**src/rtl/dma_seq_pkg.sv**
```systemverilog
package dma_seq_pkg;

    parameter int unsigned ADDR_W = 32;
    parameter int unsigned WRAP_W = 24;
    parameter int unsigned WAIT_W = 3;

    localparam logic [WAIT_W-1:0] WAIT_FAST = WAIT_W'(5);
    localparam logic [WAIT_W-1:0] WAIT_SLOW = WAIT_W'(7);

    typedef enum logic [1:0] {
        XM_DEMAND  = 2'b00,
        XM_SINGLE  = 2'b01,
        XM_BLOCK   = 2'b10,
        XM_CASCADE = 2'b11
    } xmode_e;

    typedef enum logic [1:0] {
        DIR_VERIFY  = 2'b00,
        DIR_TO_MEM  = 2'b01,
        DIR_TO_DEV  = 2'b10,
        DIR_MEM2MEM = 2'b11
    } dir_e;

    typedef struct packed {
        xmode_e xm;
        dir_e   dir;
        logic   word;
    } mode_t;

    typedef struct packed {
        logic mem_rd;
        logic mem_wr;
        logic dev_rd;
        logic dev_wr;
    } strobe_t;

    function automatic strobe_t dir_strobes(dir_e d);
        strobe_t s;
        s = '0;
        case (d)
            DIR_VERIFY: begin s.mem_rd = 1'b1; s.dev_rd = 1'b1; end
            DIR_TO_MEM: begin s.dev_rd = 1'b1; s.mem_wr = 1'b1; end
            DIR_TO_DEV: begin s.mem_rd = 1'b1; s.dev_wr = 1'b1; end
            default:    s = '0;
        endcase
        return s;
    endfunction

    // Always forward: +1 for bytes, +2 for words; wrap keeps the top byte.
    function automatic logic [ADDR_W-1:0] step_addr(logic [ADDR_W-1:0] a,
                                                    logic word, logic wrap);
        logic [ADDR_W-1:0] inc;
        logic [ADDR_W-1:0] full;
        inc  = {{(ADDR_W-2){1'b0}}, word, ~word};
        full = a + inc;
        if (wrap)
            return {a[ADDR_W-1:WRAP_W], full[WRAP_W-1:0]};
        return full;
    endfunction

endpackage

```
**src/rtl/dma_pick.sv**
```systemverilog
module dma_pick #(
    parameter int NCH   = 4,
    parameter int IDX_W = 2
) (
    input  logic [NCH-1:0]   req,
    output logic [NCH-1:0]   grant,
    output logic [IDX_W-1:0] idx,
    output logic             any
);
    always_comb begin
        grant = '0;
        idx   = '0;
        any   = 1'b0;
        for (int i = 0; i < NCH; i++) begin
            if (req[i] && !any) begin
                grant[i] = 1'b1;
                idx      = IDX_W'(i);
                any      = 1'b1;
            end
        end
    end
endmodule

```
**src/rtl/dma_chan.sv**
```systemverilog
module dma_chan
    import dma_seq_pkg::*;
#(
    parameter int CNT_W = 16
) (
    input  logic              clk,
    input  logic              rst,
    input  logic              cfg_we,
    input  logic [ADDR_W-1:0] cfg_addr,
    input  logic [CNT_W-1:0]  cfg_cnt,
    input  mode_t             cfg_mode,
    input  logic              hw_req,
    input  logic              sw_set,
    input  logic              mask,
    input  logic              end_req,
    input  logic              xfer_disable,
    input  logic              wrap_en,
    input  logic              grant,
    output logic              elig,
    output logic [ADDR_W-1:0] cur_addr,
    output mode_t             mode_o,
    output logic              tc_hit,
    output logic              started
);
    localparam logic [CNT_W-1:0] CNT_ONE = {{(CNT_W-1){1'b0}}, 1'b1};

    mode_t             mode_q;
    logic [ADDR_W-1:0] addr_q;
    logic [CNT_W-1:0]  cnt_q, base_q, cnt_dec;
    logic              started_q, sreq_q, cond_q;
    logic              cond, kill, no_data, under, end_seq, single;

    always_comb begin
        single  = (mode_q.xm == XM_SINGLE);
        cnt_dec = cnt_q - CNT_ONE;
        under   = (cnt_dec > base_q);
        cond    = !mask && (hw_req || sreq_q) && !xfer_disable;
        kill    = end_req && !single && started_q;
        no_data = (mode_q.xm == XM_CASCADE) || (mode_q.dir == DIR_MEM2MEM);
        elig    = started_q && cond && (cnt_q <= base_q) && !no_data && !kill;
        tc_hit  = grant && under;
        end_seq = kill || (grant && (under || !hw_req));
    end

    always_ff @(posedge clk) begin
        if (rst) begin
            mode_q    <= '0;
            addr_q    <= '0;
            cnt_q     <= '0;
            base_q    <= '0;
            started_q <= 1'b0;
            sreq_q    <= 1'b0;
            cond_q    <= 1'b0;
        end else begin
            cond_q    <= cond;
            started_q <= cond && (started_q || !cond_q) && !end_seq;
            sreq_q    <= (sreq_q && !end_seq) || sw_set;
            if (cfg_we) begin
                mode_q <= cfg_mode;
                addr_q <= cfg_addr;
                cnt_q  <= cfg_cnt;
                base_q <= cfg_cnt;
            end else if (grant) begin
                addr_q <= step_addr(addr_q, mode_q.word, wrap_en);
                cnt_q  <= cnt_dec;
            end
        end
    end

    assign cur_addr = addr_q;
    assign mode_o   = mode_q;
    assign started  = started_q;
endmodule

```
**src/rtl/dma_xfer_seq.sv**
```systemverilog
module dma_xfer_seq
    import dma_seq_pkg::*;
#(
    parameter int NCH   = 4,
    parameter int CNT_W = 16,
    localparam int CH_W = (NCH > 1) ? $clog2(NCH) : 1
) (
    input  logic              clk,
    input  logic              rst,
    input  logic              cfg_we,
    input  logic [CH_W-1:0]   cfg_ch,
    input  logic [ADDR_W-1:0] cfg_addr,
    input  logic [CNT_W-1:0]  cfg_count,
    input  logic [4:0]        cfg_mode,
    input  logic              xfer_disable,
    input  logic              fast_timing,
    input  logic              wrap_en,
    input  logic              svc_tick,
    input  logic [NCH-1:0]    hw_req,
    input  logic [NCH-1:0]    sw_req_set,
    input  logic [NCH-1:0]    mask,
    input  logic [NCH-1:0]    end_req,
    output logic              xfer_valid,
    output logic [CH_W-1:0]   xfer_ch,
    output logic              xfer_word,
    output logic              mem_rd,
    output logic              mem_wr,
    output logic              dev_rd,
    output logic              dev_wr,
    output logic [ADDR_W-1:0] xfer_addr,
    output logic [WAIT_W-1:0] wait_cycles,
    output logic [NCH-1:0]    tc_pulse,
    output logic [NCH-1:0]    ch_started
);
    logic [NCH-1:0]    elig, req, grant, tc_hit;
    logic [ADDR_W-1:0] ch_addr [NCH];
    mode_t             ch_mode [NCH];
    logic [CH_W-1:0]   pick_idx;
    logic              pick_any;
    mode_t             sel_mode;
    strobe_t           sel_st;

    assign req = svc_tick ? elig : '0;

    dma_pick #(.NCH(NCH), .IDX_W(CH_W)) u_pick (
        .req   (req),
        .grant (grant),
        .idx   (pick_idx),
        .any   (pick_any)
    );

    for (genvar g = 0; g < NCH; g++) begin : g_ch
        dma_chan #(.CNT_W(CNT_W)) u_chan (
            .clk          (clk),
            .rst          (rst),
            .cfg_we       (cfg_we && (cfg_ch == CH_W'(g))),
            .cfg_addr     (cfg_addr),
            .cfg_cnt      (cfg_count),
            .cfg_mode     (mode_t'(cfg_mode)),
            .hw_req       (hw_req[g]),
            .sw_set       (sw_req_set[g]),
            .mask         (mask[g]),
            .end_req      (end_req[g]),
            .xfer_disable (xfer_disable),
            .wrap_en      (wrap_en),
            .grant        (grant[g]),
            .elig         (elig[g]),
            .cur_addr     (ch_addr[g]),
            .mode_o       (ch_mode[g]),
            .tc_hit       (tc_hit[g]),
            .started      (ch_started[g])
        );
    end

    assign sel_mode = ch_mode[pick_idx];
    assign sel_st   = dir_strobes(sel_mode.dir);

    always_ff @(posedge clk) begin
        if (rst) begin
            xfer_valid  <= 1'b0;
            xfer_ch     <= '0;
            xfer_word   <= 1'b0;
            mem_rd      <= 1'b0;
            mem_wr      <= 1'b0;
            dev_rd      <= 1'b0;
            dev_wr      <= 1'b0;
            xfer_addr   <= '0;
            wait_cycles <= '0;
            tc_pulse    <= '0;
        end else begin
            xfer_valid <= pick_any;
            tc_pulse   <= tc_hit;
            if (pick_any) begin
                xfer_ch     <= pick_idx;
                xfer_word   <= sel_mode.word;
                xfer_addr   <= ch_addr[pick_idx];
                mem_rd      <= sel_st.mem_rd;
                mem_wr      <= sel_st.mem_wr;
                dev_rd      <= sel_st.dev_rd;
                dev_wr      <= sel_st.dev_wr;
                wait_cycles <= fast_timing ? WAIT_FAST : WAIT_SLOW;
            end else begin
                mem_rd      <= 1'b0;
                mem_wr      <= 1'b0;
                dev_rd      <= 1'b0;
                dev_wr      <= 1'b0;
                wait_cycles <= '0;
            end
        end
    end
endmodule

```
**config.mk**
```make
export PLATFORM = sky130hd
export DESIGN_NAME = dma_xfer_seq
export DESIGN_NICKNAME = d
export VERILOG_FILES = /design/src/rtl/dma_seq_pkg.sv /design/src/rtl/dma_pick.sv /design/src/rtl/dma_chan.sv /design/src/rtl/dma_xfer_seq.sv
export SDC_FILE = /design/constraint.sdc
export NUM_CORES = 1
export LEC_CHECK = 0
export BUFFER_PORTS_ARGS = -buffer_cell sky130_fd_sc_hd__clkbuf_2
export CAP_MARGIN = 20
export CORE_MARGIN = 5
export CORE_UTILIZATION = 35
export CTS_BUF_LIST = sky130_fd_sc_hd__clkbuf_16
export DETAILED_ROUTE_END_ITERATION = 10
export GPL_ROUTABILITY_DRIVEN = 0
export SKIP_CTS_REPAIR_TIMING = 1
export SLEW_MARGIN = 0
export SYNTH_ARGS = -nofsm -noshare
export SYNTH_HDL_FRONTEND = slang
export SYNTH_SLANG_ARGS = --single-unit
```
**constraint.sdc**
```tcl
create_clock -name clk -period 8.7 [get_ports clk]
set_input_delay 1.305 -clock clk [delete_from_list [all_inputs] [get_ports clk]]
set_output_delay 1.305 -clock clk [all_outputs]
set_load 0.01 [all_outputs]
```
**Word-level counts from Yosys, hierarchy flattened**

Cells that the tools add are included.

- Register bits: 335
- Input bits: 78
- Output and inout port bits: 51
- Word-level logic and storage cells: 281

- Add/subtract/negate cells: 8
- Order comparisons: 9
- Equality and inequality tests: 21
- Mux-type cells: 59
- Bitwise logic cells: 6
- Reduce and logical (&&, ||, !) cells: 128

Operators with widths:

| kind | count |
|---|---|
| 32-bit two-way mux | 14 |
| 32-bit by 2-bit adder with 32-bit output | 4 |
| 16-bit two-way mux | 8 |
| 24-bit two-way mux | 4 |
| 32-bit binary-select mux with 2-bit select | 1 |
| 16-bit > comparator | 4 |
| 16-bit <= comparator | 4 |
| 16-bit by 1-bit subtractor with 16-bit output, second input constant | 4 |
| 1-bit logical AND | 59 |
| 1-bit zero test | 32 |
| 1-bit two-way mux | 25 |
| 1-bit logical OR | 24 |
| 2-bit equality test, second input constant | 11 |
| 2-bit by 1-bit equality test with 1-bit output, second input constant | 6 |
| 3-bit by 2-bit != test with 1-bit output, second input constant | 4 |
| 5-bit binary-select mux with 2-bit select | 1 |
| 2-bit AND reduction | 4 |
| 2-bit nonzero test | 4 |
| 2-bit two-way mux | 3 |
| 3-bit two-way mux | 2 |
| 2-bit OR reduction | 3 |
| 1-bit inverter | 5 |
| 2-bit zero test | 2 |
| 4-bit two-way mux | 1 |
| 2 further kinds | 2 |

**Longest topological paths before layout**

Gate-level depths: netlist of run 1.

- Depth in word-level cells: 25
- Mapped depth: 17
- Gate-level depth less buffers: 17

**Modules after synthesis**

Synthesis of run 1 repeated with hierarchy kept, for this count alone.

- Cells, all modules: 2,498
- Area total of the unflattened synthesis: 20,982.6 µm²

Modules (own cells, without submodules):

| module | times used | cells each | area each (µm²) | sequential area each (µm²) |
|---|---|---|---|---|
| dma_chan (g_ch[0].u_chan ...) | 3 | 576 | 4,625.7 | 1,441.4 |
| dma_chan (g_ch[1].u_chan) | 1 | 560 | 4,568.1 | 1,441.4 |
| dma_xfer_seq | 1 | 199 | 2,476.1 | 920.9 |
| dma_pick | 1 | 11 | 61.3 | 0.0 |

**Worst setup path before layout of run 1**

OpenSTA, ideal clock, no wires.

- Path kind: reg2reg
- From: register g_ch[3].u_chan.cnt_q[0]
- To: register g_ch[3].u_chan.sreq_q
- Setup time: 87 ps
- Arrival: 3,828 ps
- Data required time: 8,613 ps
- Slack: 4,785 ps
- Stages on the path, launching flop included: 17
- Path buffers: 0
- Period minus slack after synthesis: 3,915 ps
- Path through: dfxtp_1 > inv_1 > ha_1 > nor3b_1 > nand3_1 > or3_1 > or3_1 > or3_1 > xnor2_1 > ha_1 > nand4_1 > or2_2 > nor4_1 > nor2_1 > a21oi_1 > a21boi_0 > o31ai_1

- Longest elaborated chain between the ends: 12
- Elaborated cells between the ends (all ways): 15
- Classes of those cells: add/sub: 1; order compare: 2; mux: 2; reduce/logical: 10

RTL lines:

| what | RTL line | source |
|---|---|---|
| start, declared | dma_chan.sv:29 | `logic [CNT_W-1:0] cnt_q, base_q, cnt_dec;` |
| start signal, assigned | dma_chan.sv:61 | `cnt_q <= cfg_cnt;` |
| start signal, assigned | dma_chan.sv:65 | `cnt_q <= cnt_dec;` |
| parallel branches: the longest is 7 deep, another holds 16-bit by 1-bit subtractor with 16-bit output | n/a |  |
| 1-bit logical AND * | dma_chan.sv:42 | `end_seq = kill \|\| (grant && (under \|\| !hw_req));` |
| 1-bit logical OR * | dma_chan.sv:42 |  |
| 1-bit zero test * | dma_chan.sv:57 | `sreq_q <= (sreq_q && !end_seq) \|\| sw_set;` |
| 1-bit logical AND * | dma_chan.sv:57 |  |
| 1-bit logical OR * | dma_chan.sv:57 |  |
| end signal, assigned | dma_chan.sv:57 |  |
| end, declared | dma_chan.sv:30 | `logic started_q, sreq_q, cond_q;` |

Mark *: on every way between the ends.
A chain may end at the register's enable or synchronous reset.

**Worst setup path after layout of run 1**

- From: register g_ch[1].u_chan.base_q[14]
- To: register g_ch[2].u_chan.addr_q[18]

- Longest elaborated chain between the ends: 11

RTL lines:

| what | RTL line | source |
|---|---|---|
| start, declared | dma_chan.sv:29 |  |
| start signal, assigned | dma_chan.sv:62 | `base_q <= cfg_cnt;` |
| 16-bit <= comparator | dma_chan.sv:40 | `elig = started_q && cond && (cnt_q <= base_q) && !no_data && !kill;` |
| 1-bit logical AND (3 in a row) | dma_chan.sv:40 |  |
| 4-bit two-way mux | dma_xfer_seq.sv:43 | `assign req = svc_tick ? elig : '0;` |
| 1-bit logical AND | dma_pick.sv:15 | `if (req[i] && !any) begin` |
| 1-bit two-way mux | dma_pick.sv:15 |  |
| 1-bit zero test | dma_pick.sv:15 |  |
| 1-bit logical AND | dma_pick.sv:15 |  |
| 1-bit two-way mux | dma_pick.sv:15 |  |
| 2-bit nonzero test (no source line) | n/a |  |
| end signal, assigned | dma_chan.sv:60 | `addr_q <= cfg_addr;` |
| end signal, assigned | dma_chan.sv:64 | `addr_q <= step_addr(addr_q, mode_q.word, wrap_en);` |
| end, declared | dma_chan.sv:28 | `logic [ADDR_W-1:0] addr_q;` |

No other way between the ends.

==> results of run 1 <==
-- cell usage after synthesis, types with 13 or more instances --
master / n
sky130_fd_sc_hd__a211oi_1: 21
sky130_fd_sc_hd__a21oi_1: 280
sky130_fd_sc_hd__a221oi_1: 36
sky130_fd_sc_hd__a31oi_1: 23
sky130_fd_sc_hd__and3_1: 27
sky130_fd_sc_hd__and4_1: 14
sky130_fd_sc_hd__clkbuf_1: 149
sky130_fd_sc_hd__dfxtp_1: 334
sky130_fd_sc_hd__ha_1: 140
sky130_fd_sc_hd__inv_1: 110
sky130_fd_sc_hd__mux2i_1: 39
sky130_fd_sc_hd__nand2_1: 297
sky130_fd_sc_hd__nand2b_1: 13
sky130_fd_sc_hd__nand3_1: 50
sky130_fd_sc_hd__nand4_1: 74
sky130_fd_sc_hd__nor2_1: 120
sky130_fd_sc_hd__nor3_1: 60
sky130_fd_sc_hd__nor3b_1: 15
sky130_fd_sc_hd__nor4_1: 59
sky130_fd_sc_hd__o211ai_1: 14
sky130_fd_sc_hd__o21a_1: 16
sky130_fd_sc_hd__o21ai_0: 203
sky130_fd_sc_hd__o32ai_1: 34
sky130_fd_sc_hd__or3_1: 43
sky130_fd_sc_hd__xnor2_1: 118
sky130_fd_sc_hd__xor2_1: 78
-- critical path: cells and delay by family, from the launching register on --
kind	cells	cell delay, ps
AO/OA/AOI/OAI	2	760
adder cells (fa/ha/maj)	1	300
buffers and inverters	2	630
flip-flops	1	330
AND/OR/NAND/NOR	5	2410
-- sequential cells by signal, summed over array words and instances (netlist names), 4 cells and up --
register / flops
g_ch.u_chan.cur_addr: 128
g_ch.u_chan.base_q: 64
g_ch.u_chan.cnt_q: 64
xfer_addr: 32
g_ch.u_chan.mode_o: 20
g_ch.u_chan.cond_q: 4
g_ch.u_chan.sreq_q: 4
g_ch.u_chan.started: 4
tc_pulse: 4
-- how the worst max path moves through the flow --
stage / from / endpoint / slack [ps]
global placement: hw_req[1] / g_ch[2].u_chan.cur_addr[18]$_SDFFE_PP0P_ / 3900
global route: g_ch[3].u_chan.cnt_q[0]$_SDFFE_PP0P_ / g_ch[3].u_chan.sreq_q$_SDFF_PP0_ / 3850
CTS: g_ch[1].u_chan.base_q[14]$_SDFFE_PP0P_ / g_ch[2].u_chan.cur_addr[18]$_SDFFE_PP0P_ / 4200
detailed placement: hw_req[1] / g_ch[2].u_chan.cur_addr[18]$_SDFFE_PP0P_ / 3810
finish: g_ch[1].u_chan.base_q[14]$_SDFFE_PP0P_ / g_ch[2].u_chan.cur_addr[18]$_SDFFE_PP0P_ / 4160
floorplan: g_ch[3].u_chan.cnt_q[0]$_SDFFE_PP0P_ / g_ch[3].u_chan.sreq_q$_SDFF_PP0_ / 4790
-- stage by stage --
step / hold slack, ps / util / setup slack (ps) / power [mW]
after CTS: 436.5 / 0.3954 / 4199 / 3.910
final: 439.5 / 0.3963 / 4165 / 3.883
after detailed placement: 423.2 / 0.3748 / 3809 / 2.366
after global placement: 426.5 / 0.3745 / 3897 / 2.345
after global routing: 453.6 / 0.3963 / 3847 / 4.074
after floorplan: 405.9 / - / 4785 / 2.161
-- per-layer routing --
| metal | up-vias | share of wire | track usage |
|---|---|---|---|
| met5 | - | 0.00041 | 0 |
| met4 | 4 | 0.032 | 0.06865 |
| met3 | 118 | 0.075 | 0.04388 |
| met2 | 650 | 0.45 | 0.3335 |
| met1 | 8984 | 0.44 | 0.2751 |
| li1 | 9080 | - | - |
-- power groups by stage --
stage / Clock (mW) / Combinational (mW) / Sequential (mW)
2_1_floorplan: 0 / 0.482 / 1.68
3_3_place_gp: 0 / 0.649 / 1.70
3_5_place_dp: 0 / 0.668 / 1.70
4_1_cts: 1.57 / 0.672 / 1.67
5_1_grt: 1.63 / 0.764 / 1.68
6_report: 1.54 / 0.676 / 1.67
-- layout make-up --
| type | instances | area [µm²] | area share |
|---|---|---|---|
| tap | 756 | 945.9 | 0.04241 |
| inverter | 110 | 415.4 | 0.01862 |
| clock buffer | 41 | 1026 | 0.04600 |
| clock inverter | 29 | 135.1 | 0.006058 |
| timing repair buffer | 157 | 902.1 | 0.04044 |
| sequential | 334 | 6686 | 0.2998 |
| multi-input combinational | 1890 | 12190 | 0.5467 |
-- kinds of logic after synthesis --
group,after synthesis,share of synthesized area
flip-flops,334,0.3365
buffers and inverters,274,0.05403
AO/OA/AOI/OAI,687,0.2045
multiplexers,39,0.01965
adder cells (fa/ha/maj),144,0.09220
XOR/XNOR,196,0.08640
AND/OR/NAND/NOR,824,0.2066
==> flow_summary.toml, run 1 <==
[run_status]
result_of_the_run = "finished clean"

[detailed_routing]
final_antenna_net_count = 0
dr_total_vias = 18836
detailedRoute.firstPassIterationCount = 7
route.detailed.vias_per_inst = 5.679
drc = 0
drt_iter0_markers = 1506
postRouteWirelength_um = 65590
wl_per_cell_um = 19.77

[yosys]
synth_area_leader_cell = "sky130_fd_sc_hd__dfxtp_1"
ys.warnings.count = 0
yosysUniqueCellTypes = 66
syn_area_um2 = 19870
syn_avg_cell_area_um2 = 7.953
yosysSeqAreaShare = 0.3365
top_post_synthesis_cells_by_area = "sky130_fd_sc_hd__dfxtp_1, sky130_fd_sc_hd__ha_1, sky130_fd_sc_hd__a21oi_1"
netlist.area_leader.share = 0.3365
synth_ff_type = "sky130_fd_sc_hd__dfxtp_1"
number_of_register_bits_inferred_by_synthesis = 334
synth_nets = 2720
synthesis.instances = 2498
synthArstFlopShare = 0
synth_enable_flop_cells = 0

[placed_design]
buffer_ports.inserted = 128
placed_cells = 3244
placedInstanceArea_um2 = 21090
dp.final_hpwl_um = 45350

[job]
max-cap-violations = 0

[worst_setup_path]
crit-reg2reg-launch = "g_ch[1].u_chan.base_q[14]$_SDFFE_PP0P_"
timing.setup.critical_path_class = "flop to flop"
worst-endpoint-arrival_ps = 5020
reg2regPathDepth = 10
crit_top_cell = "sky130_fd_sc_hd__or3_1"
critical-path-max-stage-delay_ps = 780
slack_of_the_worst_reg_to_reg_path_ps = 4160
setup.worst_path.start_class = "flop"
setup_crit_end_kind = "flop"
crit-reg2reg-capture = "g_ch[2].u_chan.cur_addr[18]$_SDFFE_PP0P_"
path_cells = "inv_1, ha_1, nand4_1, or3_1, o211ai_1, nand3_2, buf_4, or3_1, or4_1, a31oi_1"
timing.critical_path.fanout_max = 43
worst_endpoint_required_time_ps = 9190
slowest_cell_on_the_critical_path = "sky130_fd_sc_hd__nand3_2"

[cts]
cts.path.max_buffers = 3
clock_tree.root_cell = "sky130_fd_sc_hd__clkbuf_16"
clock_transition_at_the_registers_of_the_reported_paths_ps = 60
worstSkewPairLatency_ps = 570
clock-sinks = 334
tritoncts = "yes"
cts_buffers = 40
cts.htree.levels = 2

[timing]
max_transition_viols_final = 0
fin_tns_setup_ps = 0
fin_skew_ps = 23.53
report.final.hold_viol_count = 0
worst_slew_margin_rel = 0.2810
timing.final.setup_violations = 0
final.min_clock_period_ps = 4535
tightestPinTransition_ps = 1079
fmax_ghz = 0.2205
setup_repair_after_global_routing_missed_its_margin = "no"
final_min_period_over_clock_period = 0.5213

[floorplanning]
floorplan.core_area_um2 = 56280
ios = 129
die_h_um = 248.3
dieWidth_um = 248.3
floorplan.initialDensity = 0.3530
floorplan.rows = 87
fp.dieArea_um2 = 61630

[power]
p_seq_frac = 0.429
power.ir.vdd_worst_mv = 0.1024
p_sw_mw = 1.158
power.internal_mw = 2.726
power-per-cell-area_nw_per_um2 = 174.1
total_leakage_power_nw = 8.143
power.share.switching = 0.2981
share_clk_of_total_power = 0.397
power.share.combinational = 0.174

[cells_and_area]
final_cell_mix = "sky130_fd_sc_hd__dfxtp_1, sky130_fd_sc_hd__nand2_1, sky130_fd_sc_hd__a21oi_1"
number_of_antenna_cells_inserted = 0
num-fill-cells = 5742
area_added_between_synthesis_and_finish_pct = 12.27
layout.cells.most_common = "sky130_fd_sc_hd__dfxtp_1"
final_layout_size_suffix_gt1_frac = 0.09293
final_cell_area_um2 = 22310
num-nets-final = 2755
layout.cells.non_filler = 3317

[global_routing]
grt_max_degree = 122
gr-usage-all-layers = 0.2062
grt_pass1_wl_um = 102100
grt.overflow.total = 0
grt_antenna_before_repair = 3
via_count_of_the_first_global_routing_pass = 17874

[worst_hold_path]
timing.hold.worst_endpoint = "g_ch[1].u_chan.started$_SDFF_PP0_"
whs_path_cells = 1
hold_path_origin = "g_ch[1].u_chan.cond_q$_SDFF_PP0_"
holdCritPathClass = "flop to flop"
No activity file was read; power rests on OpenSTA's default activity.
==> run 2, diff against run 1 <==
- clock period: 8.7 -> 4.8 ns (I/O delays scaled with it)
==> run 2 against run 1 <==
  * Worst hold slack got worse by 130 ps
  * Sequential share of layout area decreased by 0.26 points
  * Clock power increased by 100%
  * First-iteration DRC count decreased by 10%
  * Die area unchanged
  * Routed wire length increased by 0.43%
  * Register-to-register slack got worse by 3800 ps
  * Total power increased by 88%
  * Count of clock-buffer cells in the layout decreased by 2
  * Combinational power increased by 80%
  * Sequential power increased by 81%
  * Critical path type unchanged
==> flow_summary.toml, run 2 (synthesis results as in run 1) <==
[power]
total_power_after_layout_mw = 7.320
total_leakage_power_nw = 8.244
power-per-cell-area_nw_per_um2 = 325.4
power.ir.vdd_worst_mv = 0.2670

[floorplanning]
floorplan.core_area_um2 = 56280
dieWidth_um = 248.3
fp.dieArea_um2 = 61630
floorplan.rows = 87
ios = 129
die_h_um = 248.3
floorplan.initialDensity = 0.3530

[job]
max-cap-violations = 0

[worst_setup_path]
setup_crit_end_kind = "flop"
worst_endpoint_required_time_ps = 5260
slowest_cell_on_the_critical_path = "sky130_fd_sc_hd__nor4b_1"
crit_top_cell = "sky130_fd_sc_hd__or3_1"
worst-endpoint-arrival_ps = 4880
path_cells = "or3_1, nor4b_1, nand2_1, or3_1, or3_1, xnor2_1, ha_1, nand2_1, nor4_1, o21ai_0, a21oi_1, o221ai_1, a21o_1, a32o_1"
cell_family_with_the_largest_share_of_critical_path_delay = "simple AND/OR/NAND/NOR gates"
critical_path_buf_inv_count = 0
critical-path-max-stage-delay_ps = 640
slack_of_the_worst_reg_to_reg_path_ps = 380
setup.worst_path.start_class = "flop"
timing.setup.critical_path_class = "flop to flop"
timing.critical_path.fanout_max = 5
reg2regPathDepth = 14
crit-reg2reg-launch = "g_ch[0].u_chan.cnt_q[1]$_SDFFE_PP0P_"
crit-reg2reg-capture = "g_ch[0].u_chan.sreq_q$_SDFF_PP0_"

[detailed_routing]
dr_total_vias = 18981
wl_per_cell_um = 19.81
final_antenna_net_count = 0
route.detailed.vias_per_inst = 5.709
detailedRoute.firstPassIterationCount = 6
drc = 0
postRouteWirelength_um = 65870
drt_iter0_markers = 1351

[cts]
worstSkewPairLatency_ps = 580
clock_tree.root_cell = "sky130_fd_sc_hd__clkbuf_16"
tritoncts = "yes"
cts.htree.levels = 2
cts.path.max_buffers = 3
cts_buffers = 39
clock-sinks = 334
clock_transition_at_the_registers_of_the_reported_paths_ps = 60

[cells_and_area]
area_added_between_synthesis_and_finish_pct = 13.24
final_cell_mix = "sky130_fd_sc_hd__dfxtp_1, sky130_fd_sc_hd__nand2_1, sky130_fd_sc_hd__a21oi_1"
layout.cells.most_common = "sky130_fd_sc_hd__dfxtp_1"
final_cell_area_um2 = 22500
num-nets-final = 2760
final_layout_size_suffix_gt1_frac = 0.09852
largest_register_ff_count = 128

[placed_design]
dp.final_hpwl_um = 46700
placedInstanceArea_um2 = 21200
buffer_ports.inserted = 128

[global_routing]
grt_pass1_wl_um = 102600
grt_antenna_before_repair = 5
grt.overflow.total = 0
gr-usage-all-layers = 0.2072
via_count_of_the_first_global_routing_pass = 18078
grt_max_degree = 93

[worst_hold_path]
hold_path_origin = "fast_timing"
holdCritPathClass = "input pin to flop"
whs_path_cells = 2
timing.hold.worst_endpoint = "wait_cycles[1]$_SDFF_PP0_"

[timing]
tightestPinTransition_ps = 982.1
final_min_period_over_clock_period = 0.9209
report.final.hold_viol_count = 0
setup_repair_after_global_routing_missed_its_margin = "no"
whs_ps = 313.3
max_transition_viols_final = 0
timing.final.setup_violations = 0
worst_slew_margin_rel = 0.3409
fin_tns_setup_ps = 0
fmax_ghz = 0.2262
fin_skew_ps = 30.80
final.min_clock_period_ps = 4420

[run_status]
result_of_the_run = "finished clean"
## run 2: worst reg2reg max path: cells and delay by family (launching register included)
kind / cells / cell delay, ps
AND/OR/NAND/NOR: 7 / 2550
flip-flops: 1 / 340
adder cells (fa/ha/maj): 1 / 300
AO/OA/AOI/OAI: 5 / 970
XOR/XNOR: 1 / 170
## run 2: how the worst max path moves through the flow
stage	start	end	slack (ps)	cells after the start
floorplan	g_ch[3].u_chan.cnt_q[0]$_SDFFE_PP0P_	g_ch[3].u_chan.sreq_q$_SDFF_PP0_	890	16
global placement	g_ch[3].u_chan.cnt_q[0]$_SDFFE_PP0P_	g_ch[3].u_chan.sreq_q$_SDFF_PP0_	520	16
detailed placement	g_ch[3].u_chan.cnt_q[0]$_SDFFE_PP0P_	g_ch[3].u_chan.sreq_q$_SDFF_PP0_	390	16
CTS	g_ch[3].u_chan.cnt_q[0]$_SDFFE_PP0P_	g_ch[3].u_chan.sreq_q$_SDFF_PP0_	390	16
global route	g_ch[1].u_chan.cnt_q[0]$_SDFFE_PP0P_	g_ch[1].u_chan.started$_SDFF_PP0_	20	17
finish	g_ch[0].u_chan.cnt_q[1]$_SDFFE_PP0P_	g_ch[0].u_chan.sreq_q$_SDFF_PP0_	380	14
## run 2: per-layer routing
| metal | up-vias | share of wire | wire length [µm] | track usage |
|---|---|---|---|---|
| met5 | - | 0.00052 | 34 | 0 |
| met2 | 679 | 0.46 | 30120 | 0.3386 |
| met1 | 9066 | 0.43 | 28630 | 0.2770 |
| met3 | 135 | 0.076 | 5006 | 0.03916 |
| li1 | 9095 | - | - | - |
| met4 | 6 | 0.032 | 2083 | 0.06784 |
## run 2: cell type report
class / count / area [µm²]
timing repair buffer: 163 / 948.4
tap: 756 / 945.9
multi-input combinational: 1890 / 12210
antenna: 1 / 2.502
clock inverter: 32 / 314.1
sequential: 334 / 6686
clock buffer: 39 / 975.9
inverter: 110 / 415.4
fill: 5738 / 33780
## run 2: metrics by stage
stage	setup WS, ps	util	cells
3_5_place_dp	394.8	0.3766	3253
6_report	379.5	0.3998	3325
3_3_place_gp	523.7	0.3763	3251
4_1_cts	386.7	0.3995	3324
5_1_grt	21.53	0.3998	3325
2_1_floorplan	885.2	-	2498
## run 2: where the power goes
part	leakage (nW)	switching, mW	internal [mW]	total [mW]
Clock	0.665	1.27	1.81	3.08
Sequential	2.72	0.131	2.89	3.02
Combinational	4.86	0.714	0.510	1.22
Total	8.24	2.11	5.21	7.32
==> run 3, diff against run 2 <==
- REMOVE_ABC_BUFFERS: default -> 1
==> run 3 against run 2 <==
  * Count of clock-buffer cells in the layout stayed put
  * Non-clock buffer count is 8 higher
  * Clock skew is 4.8 ps lower
  * Via count hardly changed
  * Flip-flop and latch count stayed put
  * Combinational power hardly changed
  * Design area is 0.57% lower
  * Die area stayed put
  * Maximum frequency is 1.0% higher
  * Largest cell class unchanged
  * Highest routed layer is now met4
==> flow_summary.toml, run 3 (synthesis results as in run 1) <==
[timing]
tightestPinTransition_ps = 1075
final_min_period_over_clock_period = 0.9117
final.min_clock_period_ps = 4376
setup_repair_after_global_routing_missed_its_margin = "no"
fin_skew_ps = 26.01
fmax_ghz = 0.2285
max_transition_viols_final = 0
worst_slew_margin_rel = 0.2836
whs_ps = 344.8
timing.final.setup_violations = 0
report.final.hold_viol_count = 0

[cts]
clock-sinks = 334
cts_buffers = 38
tritoncts = "yes"
cts.path.max_buffers = 3
clock_tree.root_cell = "sky130_fd_sc_hd__clkbuf_16"
clock_transition_at_the_registers_of_the_reported_paths_ps = 60
cts.htree.levels = 2
worstSkewPairLatency_ps = 540

[worst_setup_path]
path_cells = "or4_1, nor4_2, nand3_1, or3_1, or3_1, xnor2_1, ha_1, nand4_1, or2_2, nor4_1, nor2_1, a21oi_1, a21boi_0, o31ai_1"
timing.setup.critical_path_class = "flop to flop"
slowest_cell_on_the_critical_path = "sky130_fd_sc_hd__or4_1"
worst_endpoint_required_time_ps = 5230
reg2regPathDepth = 14
setup.worst_path.start_class = "flop"
worst-endpoint-arrival_ps = 4810
crit_top_cell = "sky130_fd_sc_hd__or3_1"
timing.critical_path.fanout_max = 5
setup_crit_end_kind = "flop"
critical-path-max-stage-delay_ps = 600

[floorplanning]
dieWidth_um = 248.3
floorplan.core_area_um2 = 56280
die_h_um = 248.3
floorplan.initialDensity = 0.3530
fp.dieArea_um2 = 61630
ios = 129
floorplan.rows = 87

[power]
total_power_after_layout_mw = 6.961
total_leakage_power_nw = 8.192
power.ir.vdd_worst_mv = 0.2354
power-per-cell-area_nw_per_um2 = 311.2

[cells_and_area]
layout.cells.most_common = "sky130_fd_sc_hd__dfxtp_1"
num-nets-final = 2767
final_layout_size_suffix_gt1_frac = 0.09848
number_of_antenna_cells_inserted = 0
final_cell_mix = "sky130_fd_sc_hd__dfxtp_1, sky130_fd_sc_hd__nand2_1, sky130_fd_sc_hd__a21oi_1"
area_added_between_synthesis_and_finish_pct = 12.59
layout.cells.non_filler = 3325
finish.utilization = 0.3975
final_cell_area_um2 = 22370
largest_register_ff_count = 128

[detailed_routing]
postRouteWirelength_um = 67470
drc = 0
wl_per_cell_um = 20.29
route.detailed.vias_per_inst = 5.713
dr_total_vias = 18995
drt_iter0_markers = 1466
final_antenna_net_count = 0
detailedRoute.firstPassIterationCount = 6

[global_routing]
grt.overflow.total = 0
grt_pass1_wl_um = 105500
via_count_of_the_first_global_routing_pass = 18650
gr-usage-all-layers = 0.2124
grt_antenna_before_repair = 0
grt_max_degree = 98

[placed_design]
buffer_ports.inserted = 128
placedInstanceArea_um2 = 21220
dp.final_hpwl_um = 46330
placed_cells = 3260

[worst_hold_path]
holdCritPathClass = "input pin to flop"
whs_path_cells = 2

[run_status]
result_of_the_run = "finished clean"

[job]
max-cap-violations = 0
[run 3: per-layer routing]
| layer | vias to the layer above | global-route usage | wire (µm) |
|---|---|---|---|
| met5 | - | 0 | 0 |
| met4 | 0 | 0.07433 | 2414 |
| met3 | 127 | 0.03337 | 5088 |
| met2 | 658 | 0.3489 | 30730 |
| met1 | 9107 | 0.2846 | 29240 |
| li1 | 9103 | - | - |
[run 3: path summary, 6_finish.rpt]
kind / from / end / slack (ps)
min reg2reg: g_ch[0].u_chan.base_q[5]$_SDFFE_PP0P_ / g_ch[0].u_chan.base_q[5]$_SDFFE_PP0P_ / 460
min: fast_timing / wait_cycles[1]$_SDFF_PP0_ / 340
max: g_ch[3].u_chan.cnt_q[0]$_SDFFE_PP0P_ / g_ch[3].u_chan.sreq_q$_SDFF_PP0_ / 420
max reg2reg: g_ch[3].u_chan.cnt_q[0]$_SDFFE_PP0P_ / g_ch[3].u_chan.sreq_q$_SDFF_PP0_ / 420
[run 3: through the flow]
step,setup slack (ps),TNS (ps)
3_5_place_dp,444.1,0
6_report,423.8,0
4_1_cts,411.4,0
3_3_place_gp,539.3,0
5_1_grt,106.5,0
2_1_floorplan,-3104,-252660
[run 3: area by class of cell]
cell class / instances / area, µm²
fill: 5815 / 33910
multi-input combinational: 1890 / 12200
sequential: 334 / 6686
timing repair buffer: 171 / 1002
clock buffer: 39 / 975.9
tap: 756 / 945.9
inverter: 110 / 415.4
clock inverter: 25 / 138.9
[run 3: power by group]
group / internal (mW) / switching [mW] / leakage [nW]
sequential: 2.89 / 0.129 / 2.72
clock: 1.52 / 1.20 / 0.575
combinational: 0.510 / 0.710 / 4.89
total: 4.92 / 2.04 / 8.19
[run 3: worst max-delay path: cells and delay by family, from the launching register on]
| kind | cells | cell delay [ps] |
|---|---|---|
| AND/OR/NAND/NOR | 9 | 2870 |
| AO/OA/AOI/OAI | 3 | 570 |
| adder cells (fa/ha/maj) | 1 | 320 |
| XOR/XNOR | 1 | 150 |
| flip-flops | 1 | 350 |
